$ cat src/rtl/lbs_pkg.sv
package lbs_pkg;

    localparam int DEC_W = 4;
    localparam int KM1_W = 5;
    localparam int N_WR  = 6;
    localparam int IDX_W = $clog2(N_WR);

    localparam logic [7:0] A_LINK = 8'h20;
    localparam logic [7:0] A_FMT  = 8'h21;
    localparam logic [7:0] A_KM1  = 8'h22;
    localparam logic [7:0] A_CAL  = 8'h23;
    localparam logic [7:0] A_CMD  = 8'h24;

    typedef enum logic [2:0] {
        S_IDLE, S_WR, S_CAL, S_SREF, S_CGS, S_ILA, S_UP, S_ERR
    } st_t;

    typedef enum logic [1:0] {
        E_NONE = 2'd0, E_CAL = 2'd1, E_CGS = 2'd2, E_ILA = 2'd3
    } err_t;

    typedef struct packed {
        logic [DEC_W-1:0] decim;
        logic             scram;
        logic [KM1_W-1:0] km1;
        logic             ddr;
        logic [7:0]       cal;
    } cfg_t;

    typedef struct packed {
        logic [7:0] addr;
        logic [7:0] data;
    } wr_t;

    function automatic wr_t wr_entry(input logic [IDX_W-1:0] i, input cfg_t c);
        wr_t r;
        case (i)
            3'd0:    r = '{addr: A_LINK, data: 8'h00};
            3'd1:    r = '{addr: A_FMT,  data: {2'b00, c.ddr, c.scram, c.decim}};
            3'd2:    r = '{addr: A_KM1,  data: {3'b000, c.km1}};
            3'd3:    r = '{addr: A_CAL,  data: c.cal};
            3'd4:    r = '{addr: A_LINK, data: 8'h01};
            default: r = '{addr: A_CMD,  data: 8'h01};
        endcase
        return r;
    endfunction

endpackage

$ cat src/rtl/lbs_wait_timer.sv
module lbs_wait_timer #(
    parameter int TW = 16
) (
    input  logic          clk,
    input  logic          rst,
    input  logic          run,
    input  logic          clear,
    input  logic [TW-1:0] limit,
    output logic          expired
);
    logic [TW-1:0] cnt;

    always_ff @(posedge clk) begin
        if (rst || clear || !run) cnt <= '0;
        else if (cnt != '1)       cnt <= cnt + 1'b1;
    end

    assign expired = run && (cnt >= limit);
endmodule

$ cat src/rtl/lbs_wr_table.sv
module lbs_wr_table
    import lbs_pkg::*;
(
    input  logic [IDX_W-1:0] idx,
    input  cfg_t             cfg,
    output logic [7:0]       addr,
    output logic [7:0]       data,
    output logic             last
);
    wr_t ent;
    always_comb begin
        ent  = wr_entry(idx, cfg);
        addr = ent.addr;
        data = ent.data;
        last = (idx == IDX_W'(N_WR - 1));
    end
endmodule

$ cat src/rtl/link_bringup_seq.sv
module link_bringup_seq
    import lbs_pkg::*;
#(
    parameter int TW        = 16,
    parameter int MAX_RETRY = 2
) (
    input  logic          clk,
    input  logic          rst,
    input  logic          start,
    input  logic [3:0]    cfg_decim,
    input  logic          cfg_scram,
    input  logic [4:0]    cfg_kminus1,
    input  logic          cfg_ddr,
    input  logic [7:0]    cfg_cal,
    input  logic [TW-1:0] cal_timeout,
    input  logic [TW-1:0] sync_timeout,
    input  logic [TW-1:0] ila_timeout,
    output logic          reg_req,
    output logic [7:0]    reg_addr,
    output logic [7:0]    reg_wdata,
    input  logic          reg_ack,
    input  logic          cal_done,
    output logic          sysref_req,
    input  logic          sysref_edge,
    output logic          rx_enable,
    input  logic          cgs_lock,
    input  logic          ila_done,
    output logic          sync_n,
    output logic          link_up,
    output logic          busy,
    output logic          done,
    output logic          err,
    output logic [1:0]    err_code
);
    localparam int RTW = $clog2(MAX_RETRY + 2);

    st_t              state_q, state_d;
    err_t             err_q, err_d;
    logic [RTW-1:0]   retry_q, retry_d;
    logic [IDX_W-1:0] idx_q, idx_d;
    logic             restart, tmo, wr_last, t_run;
    logic [TW-1:0]    t_limit;
    cfg_t             cfg;

    assign cfg = '{decim: cfg_decim, scram: cfg_scram, km1: cfg_kminus1,
                   ddr: cfg_ddr, cal: cfg_cal};

    lbs_wr_table u_tab (
        .idx  (idx_q),
        .cfg  (cfg),
        .addr (reg_addr),
        .data (reg_wdata),
        .last (wr_last)
    );

    always_comb begin
        t_run = 1'b1;
        case (state_q)
            S_CAL:   t_limit = cal_timeout;
            S_CGS:   t_limit = sync_timeout;
            S_ILA:   t_limit = ila_timeout;
            default: begin t_limit = '0; t_run = 1'b0; end
        endcase
    end

    lbs_wait_timer #(.TW(TW)) u_tmr (
        .clk     (clk),
        .rst     (rst),
        .run     (t_run),
        .clear   ((state_d != state_q) || restart),
        .limit   (t_limit),
        .expired (tmo)
    );

    always_comb begin
        state_d = state_q;
        err_d   = err_q;
        retry_d = retry_q;
        idx_d   = idx_q;
        restart = 1'b0;
        case (state_q)
            S_IDLE: if (start) begin
                state_d = S_WR;
                idx_d   = '0;
                retry_d = '0;
                err_d   = E_NONE;
            end
            S_WR: if (reg_ack) begin
                if (wr_last) state_d = S_CAL;
                else         idx_d   = idx_q + 1'b1;
            end
            S_CAL: begin
                if (cal_done) state_d = S_SREF;
                else if (tmo) begin state_d = S_ERR; err_d = E_CAL; end
            end
            S_SREF: if (sysref_edge) state_d = S_CGS;
            S_CGS, S_ILA: begin
                if (state_q == S_CGS && cgs_lock)      state_d = S_ILA;
                else if (state_q == S_ILA && ila_done) state_d = S_UP;
                else if (tmo) begin
                    if (retry_q < RTW'(MAX_RETRY)) begin
                        retry_d = retry_q + 1'b1;
                        state_d = S_CGS;
                        restart = 1'b1;
                    end else begin
                        state_d = S_ERR;
                        err_d   = (state_q == S_CGS) ? E_CGS : E_ILA;
                    end
                end
            end
            default: ;
        endcase
    end

    always_ff @(posedge clk) begin
        if (rst) begin
            state_q <= S_IDLE;
            err_q   <= E_NONE;
            retry_q <= '0;
            idx_q   <= '0;
        end else begin
            state_q <= state_d;
            err_q   <= err_d;
            retry_q <= retry_d;
            idx_q   <= idx_d;
        end
    end

    assign reg_req    = (state_q == S_WR);
    assign sysref_req = (state_q == S_SREF);
    assign rx_enable  = (state_q == S_CGS) || (state_q == S_ILA) || (state_q == S_UP);
    assign sync_n     = (state_q == S_ILA) || (state_q == S_UP);
    assign link_up    = (state_q == S_UP);
    assign done       = (state_q == S_UP);
    assign err        = (state_q == S_ERR);
    assign busy       = !(state_q inside {S_IDLE, S_UP, S_ERR});
    assign err_code   = err_q;


    wr_hold_chk: assert property (@(posedge clk) disable iff (rst)
        reg_req && !reg_ack |=> reg_req && $stable(reg_addr) && $stable(reg_wdata));


    sref_after_cal_chk: assert property (@(posedge clk) disable iff (rst)
        $rose(sysref_req) |-> $past(cal_done));


    rx_after_sref_chk: assert property (@(posedge clk) disable iff (rst)
        $rose(rx_enable) |-> $past(sysref_edge) && !sysref_req);


    sync_release_chk: assert property (@(posedge clk) disable iff (rst)
        $rose(sync_n) |-> $past(cgs_lock) && rx_enable);


    up_after_ila_chk: assert property (@(posedge clk) disable iff (rst)
        $rose(link_up) |-> $past(ila_done) && sync_n);


    err_code_chk: assert property (@(posedge clk) disable iff (rst)
        err == (err_code != 2'd0));


    terminal_hold_chk: assert property (@(posedge clk) disable iff (rst)
        (link_up || err) |=> $stable(link_up) && $stable(err) && $stable(err_code));
endmodule

$ cat config.mk
export PLATFORM = sky130hd
export DESIGN_NAME = link_bringup_seq
export DESIGN_NICKNAME = d
export VERILOG_FILES = /design/src/rtl/lbs_pkg.sv /design/src/rtl/lbs_wait_timer.sv /design/src/rtl/lbs_wr_table.sv /design/src/rtl/link_bringup_seq.sv
export SDC_FILE = /design/constraint.sdc
export NUM_CORES = 1
export LEC_CHECK = 0
export ABC_AREA = 1
export BUFFER_PORTS_ARGS = -buffer_cell sky130_fd_sc_hd__buf_2
export CORE_ASPECT_RATIO = 2
export CORE_MARGIN = 2
export CORE_UTILIZATION = 50
export CTS_CLUSTER_DIAMETER = 200
export CTS_CLUSTER_SIZE = 20
export DETAILED_ROUTE_END_ITERATION = 16
export HOLD_SLACK_MARGIN = 0.03
export PLACE_DENSITY = 0.81
export SKIP_LAST_GASP = 1
export SYNTH_ARGS = -nofsm -noshare
export SYNTH_HDL_FRONTEND = slang
export SYNTH_HIERARCHICAL = 1
export SYNTH_SLANG_ARGS = --single-unit
$ cat constraint.sdc
create_clock -name clk -period 9.2 [get_ports clk]
set_clock_uncertainty 0.1 [all_clocks]
set_input_delay 1.38 -clock clk [delete_from_list [all_inputs] [get_ports clk]]
set_output_delay 1.38 -clock clk [all_outputs]
set_load 0.005 [all_outputs]
==> impl_metrics.py, run 1 <==
metrics = {
    "yosys": {
        "ys.flop_type": "dfxtp_1",
        "yosysUniqueCellTypes": 38,
        "synth_top_area_share_pct": 19.8,
        "ys_ff_latch": 26,
        "synth_largest_area_cell": "dfxtp_1",
        "syn_avg_cell_area_um2": 6.08,
        "ys_seq_area_share_pct": 19.8,
        "synth_area_um2": 2630,
        "netlist_top_cells_area": "dfxtp_1 20%, nand2_1 18%, nand3_1 9.9%",
        "async_flop_share_pct": 0,
        "syn_inst": 432,
        "synth_warnings": 6,
        "synth_edf_count": 0,
    },
    "die": {
        "core_um2": 5090,
        "num_rows": 37,
        "die_w_um": 55.3,
        "fp.dieArea_um2": 5890,
        "die-height_um": 107,
        "start_util_pct": 51.6,
        "ios": 101,
    },
    "setup_path": {
        "r2r_slack_ps": 4860,
        "required_ps": 9290,
        "path_class": "flip-flop to flip-flop",
        "r2r_end": "u_tmr/cnt[10]$_SDFFE_PP0P_",
        "cp-start-kind": "flip-flop",
        "path_max_fanout": 16,
        "endpoint_kind": "flip-flop",
        "ff2ff_path_depth": 21,
        "arrival_ps": 4430,
        "r2r-start": "state_q[2]$_SDFF_PP0_",
    },
    "global_routing": {
        "grt_use_total_pct": 26.2,
        "grt_pass1_wl_um": 12700,
        "grt_max_degree": 20,
        "antenna_found_initial": 0,
        "grt_overflow": 0,
        "grt_pass1_vias": 3052,
    },
    "timing": {
        "setup_ws_ps": 4860,
        "rsz0062_at_grt": "false",
        "min_period_ps": 4340,
        "tightest_slew_ps": 597,
        "clock.fmax_mhz": 230,
        "setup_viol": 0,
        "slew_headroom_pct": 60.1,
        "hold_viol_final": 0,
        "tns_ps": 0,
        "timing.final.crit_share_pct": 47.2,
        "drv_slew": 0,
    },
    "clocking": {
        "cts_setup_buffers": 0,
        "clock_latency_ps": 270,
        "tritoncts": "yes",
        "clockBufferDepth": 2,
        "htree_levels": 1,
        "cts_sinks": 26,
        "ctsResizeCount": 0,
        "cts.clk_slew.worst_paths_ps": 90,
        "cts_root_buf": "clkbuf_8",
        "cts_hold_buffers": 0,
        "numCtsBuffers": 3,
    },
    "place": {
        "place_hpwl_um": 6410,
        "place_congestion": 0.913,
        "io_buffer_count": 95,
        "place_area_um2": 3060,
        "dp.cells": 573,
        "post-place-ws_ps": 4770,
    },
    "drt": {
        "routedWlPerCell_um": 13.1,
        "dr_total_vias": 3062,
        "drcViolationCount": 0,
        "drt_iter0_drc": 80,
        "drtAntennaViolNets": 0,
        "drtPass1Iterations": 4,
        "wirelength_um": 7540,
        "avgViaCountPerCell": 5.31,
    },
    "worst_hold_path": {
        "holdCritStartpoint": "retry_q[0]$_SDFFE_PP0P_",
        "worstHoldPathType": "flip-flop to flip-flop",
        "hold_end": "retry_q[0]$_SDFFE_PP0P_",
        "min_delay_path_depth": 1,
    },
    "power": {
        "irDropWorstVdd_v": 0.0000742,
        "p_leak_nw": 1.68,
        "powerDensity_nw_per_um2": 82.4,
    },
    "cells_and_area": {
        "num-fill-cells": 531,
        "drive_gt1_share_pct": 26.2,
        "stdcell_count": 577,
        "fin_nets": 613,
        "antenna_cells": 0,
        "area.growth.synth_to_final_pct": 19.2,
        "fin_area_um2": 3130,
    },
    "run": {
        "max_cap_viol_count": 0,
    },
    "status": {
        "status": "finished, final reports clean",
    },
}
-- final cells by class --
cell class,instances,area [um2],share of cell area (%)
Clock inverter,1,30.0,0.959
Multi-Input combinational cell,331,1760,56.1
Timing Repair Buffer,95,475,15.2
Clock buffer,3,41.3,1.32
Inverter,63,236,7.55
Sequential cell,26,520,16.6
Tap cell,58,72.6,2.32
-- state kept, by name, indices dropped and copies added (netlist names) --
register / flops
state_q: 3
u_tmr/cnt: 16
retry_q: 2
idx_q: 3
err_code: 2
-- per-stage QoR --
| step | utilization (%) | total power, mW | hold slack (ps) |
|---|---|---|---|
| after floorplan | - | 0.143 | 366 |
| after global placement | 60.1 | 0.163 | 387 |
| after detailed placement | 60.1 | 0.164 | 391 |
| after CTS | 61.5 | 0.260 | 414 |
| after global routing | 61.5 | 0.270 | 431 |
| final | 61.5 | 0.258 | 415 |
-- cell families after synthesis --
| logic type | share of synthesized area [%] |
|---|---|
| flops | 19.8 |
| fa+ha+maj | 8.57 |
| buf+inv | 13.8 |
| other cells | 0.286 |
| xor+xnor | 1.00 |
| simple gates | 47.5 |
| compound gates | 9.05 |
-- synthesized netlist by cell type, drive strengths merged (3+ instances only) --
master / instances
ha: 18
nand4: 8
a21oi: 19
nor2: 48
nor3: 6
nand3: 58
or2: 3
o21ai: 11
buf: 14
dfxtp: 26
a31oi: 7
inv: 63
nand2: 137
-- how the worst max path moves through the flow --
stage                                     start                         end  slack (ps)  cells past startpoint
after floorplan                 cal_timeout[11]  u_tmr/cnt[10]$_SDFFE_PP0P_        5340                     19
after global placement           ila_timeout[7]   u_tmr/cnt[6]$_SDFFE_PP0P_        4870                     20
after detailed placement         ila_timeout[7]   u_tmr/cnt[4]$_SDFFE_PP0P_        4770                     20
after CTS                 state_q[2]$_SDFF_PP0_   u_tmr/cnt[4]$_SDFFE_PP0P_        4920                     21
after global routing      state_q[2]$_SDFF_PP0_   u_tmr/cnt[4]$_SDFFE_PP0P_        4420                     21
final                     state_q[2]$_SDFF_PP0_  u_tmr/cnt[10]$_SDFFE_PP0P_        4860                     21
-- worst max-delay path: stages (launching register included) --
cell and delay (ps):
dfxtp_1 710, nand3_4 160, inv_1 410, nand2_1 100, nand3_1 140, inv_1 60
ha_1 290, nand2_1 80, o21a_1 180, nand2_1 60, nand2_1 50, a21oi_1 310
inv_1 110, nor2_1 170, o21ai_0 120, nand3_1 110, nand3_1 70, nand2_1 70
nand4_1 90, nor3_2 490, o21ai_0 170, a31oi_1 210
-- layout by cell type, fill, tap and decap left out, types with 8 or more instances in the layout --
master   synthesis  routed
nand2_1        129     129
buf_2            3      95
inv_1           55      55
nand3_1         52      52
nor2_1          38      38
dfxtp_1         26      26
a21oi_1         18      18
ha_1            18      18
inv_2            8       8
nand4_1          8       8
o21ai_0          8       8
-- routing by layer --
metal	GRT usage, %	routed length [um]	up-vias
li1	-	-	1549
met1	22.4	2460	1382
met2	55.0	4420	100
met3	1.82	243	31
met4	15.9	417	0
met5	0	0	-
-- power breakdown --
group | switching [mW] | leakage (nW) | total [mW] | internal, mW
combinational | 0.0223 | 1.43 | 0.0434 | 0.0211
sequential | 0.00372 | 0.210 | 0.118 | 0.114
clock | 0.0384 | 0.0357 | 0.0966 | 0.0583
Note: power is estimated with default switching activity, not from simulation.
==> inputs of run 2 (changes only) <==
CORE_UTILIZATION = 45   (was 50)
PLACE_DENSITY = 0.77   (was 0.81)
clock period = 3.95 ns   (was 9.2 ns; I/O delays follow)
==> impl_metrics.py, run 2 (same netlist as run 1, synthesis figures left out) <==
metrics = {
    "status": {
        "status": "finished, final reports clean",
    },
    "cells_and_area": {
        "drive_gt1_share_pct": 28.2,
        "largest_reg_flops": 16,
        "final_common_cell": "nand2_1",
        "fin_nets": 622,
        "top_register": "u_tmr/cnt",
        "antenna_cells": 0,
        "num-fill-cells": 579,
        "layout_common_cells": "129 x nand2_1, 95 x buf_2, 53 x inv_1, 52 x nand3_1, 38 x nor2_1",
        "seq_area_um2": 522,
        "area.growth.synth_to_final_pct": 24.4,
        "utilization_pct": 57.8,
        "multi_input_area_um2": 1770,
        "reg_top3": "u_tmr/cnt x16, idx_q x3, state_q x3",
    },
    "timing": {
        "rsz0062_at_grt": "false",
        "min_period_ps": 3640,
        "setup_viol": 0,
        "whs_ps": 414,
        "tns_ps": 0,
        "hold_viol_final": 0,
        "drv_slew": 0,
        "timing.final.crit_share_pct": 92.1,
        "clock.fmax_mhz": 275,
    },
    "clocking": {
        "htree_levels": 1,
        "tritoncts": "yes",
        "cts_root_buf": "clkbuf_16",
        "cts.clk_slew.worst_paths_ps": 70,
        "cts_sinks": 26,
        "clockBufferDepth": 2,
        "numCtsBuffers": 3,
        "clock_latency_ps": 260,
    },
    "drt": {
        "drt_iter0_drc": 123,
        "drtPass1Iterations": 4,
        "dr_total_vias": 3112,
        "drtAntennaViolNets": 0,
        "routedWlPerCell_um": 13.3,
        "avgViaCountPerCell": 5.28,
        "drcViolationCount": 0,
        "wirelength_um": 7850,
    },
    "die": {
        "ios": 101,
        "start_util_pct": 46.4,
        "core_um2": 5660,
        "die-height_um": 112,
        "fp.dieArea_um2": 6500,
        "num_rows": 39,
        "die_w_um": 58.0,
    },
    "setup_path": {
        "cp-start-kind": "flip-flop",
        "crit_chain": "inv_2 > nand3_4 > clkinvlp_4 > nand2_1 > nand3_1 > inv_1 > ha_1 > a21oi_1 > o21ai_0 > nor2_1 > a21oi_4 > nor2_1 > nand2_1 > nand2_1 > nand2_1 > nor2_1 > nand3_1 > nand3_1 > nand4_1 > nor3_2 > buf_4 > inv_2 > a31oi_1",
        "path_max_fanout": 9,
        "arrival_ps": 3720,
        "endpoint_kind": "flip-flop",
        "path_class": "flip-flop to flip-flop",
        "crit_buf_inv": 5,
        "cp_slowest_cell": "dfxtp_1",
        "required_ps": 4030,
        "crit_family": "simple AND/OR/NAND/NOR gates",
        "worst_path_most_repeated_cell": "nand2_1",
        "slowest_delay_ps": 460,
    },
    "power": {
        "p_leak_nw": 1.71,
        "irDropWorstVdd_v": 0.000272,
        "powerDensity_nw_per_um2": 206,
    },
    "global_routing": {
        "grt_use_total_pct": 24.4,
        "antenna_found_initial": 0,
        "grt_pass1_vias": 3161,
        "grt_pass1_wl_um": 12800,
        "grt_max_degree": 20,
        "grt_overflow": 0,
    },
    "place": {
        "io_buffer_count": 95,
        "place_congestion": 0.996,
        "place_hpwl_um": 6450,
    },
    "worst_hold_path": {
        "worstHoldPathType": "flip-flop to flip-flop",
    },
    "run": {
        "max_cap_viol_count": 0,
    },
}
run 2: cell count changes in the layout (fill, tap and decap cells not counted), sizes merged:
cell,previous run,this run
buf,95,102
clkinvlp,0,4
inv,63,61
run 2: power breakdown:
group | leakage, nW | internal [mW] | switching, mW
sequential | 0.211 | 0.267 | 0.00656
clock | 0.0511 | 0.202 | 0.0930
combinational | 1.45 | 0.0503 | 0.0569
run 2: worst min-delay path: stages (launching register included):
cell and delay [ps]:
dfxtp_1 310, inv_1 50, nand2_1 40, nand2_1 50, nor2_1 30
run 2: final timing paths:
| check | startpoint | slack [ps] | to | cells past startpoint |
|---|---|---|---|---|
| max | state_q[1]$_SDFF_PP0_ | 310 | u_tmr/cnt[5]$_SDFFE_PP0P_ | 23 |
| min | err_code[1]$_SDFFE_PP0P_ | 410 | err_code[1]$_SDFFE_PP0P_ | 4 |
| max reg2reg | state_q[1]$_SDFF_PP0_ | 310 | u_tmr/cnt[5]$_SDFFE_PP0P_ | 23 |
| min reg2reg | err_code[1]$_SDFFE_PP0P_ | 410 | err_code[1]$_SDFFE_PP0P_ | 4 |
run 2: routing by layer:
layer | wire length, um | part of all wire (%) | global-route usage [%] | vias to the layer above
met4 | 288 | 3.7 | 11.0 | 0
met2 | 4660 | 59 | 50.5 | 115
li1 | - | - | - | 1566
met5 | 0 | 0 | 0 | -
met1 | 2570 | 33 | 21.7 | 1407
met3 | 331 | 4.2 | 2.65 | 24
run 2: timing repair:
action	4_1_cts	5_1_grt
resized for setup	0	7
endpoints found under the setup margin	0	16
buffers inserted	0	4
hold buffers	0	0
run 2: layout make-up:
cell class / instances / share of cell area [%]
Multi-Input combinational cell: 331 / 54.0
Tap cell: 61 / 2.33
Clock buffer: 3 / 2.30
Inverter: 63 / 7.46
Clock inverter: 1 / 0.918
Sequential cell: 26 / 16.0
Timing Repair Buffer: 102 / 16.5
Timing Repair inverter: 2 / 0.459
run 2: stage by stage:
stage          power [mW]  instances  cell area [um2]  worst slack (ps)
6_report            0.675        589             3270               314
3_5_place_dp        0.385        579             3090               186
5_1_grt             0.705        589             3270              3.55
4_1_cts             0.679        583             3190               171
3_3_place_gp        0.384        579             3090               234
2_1_floorplan       0.332        435             2640               496
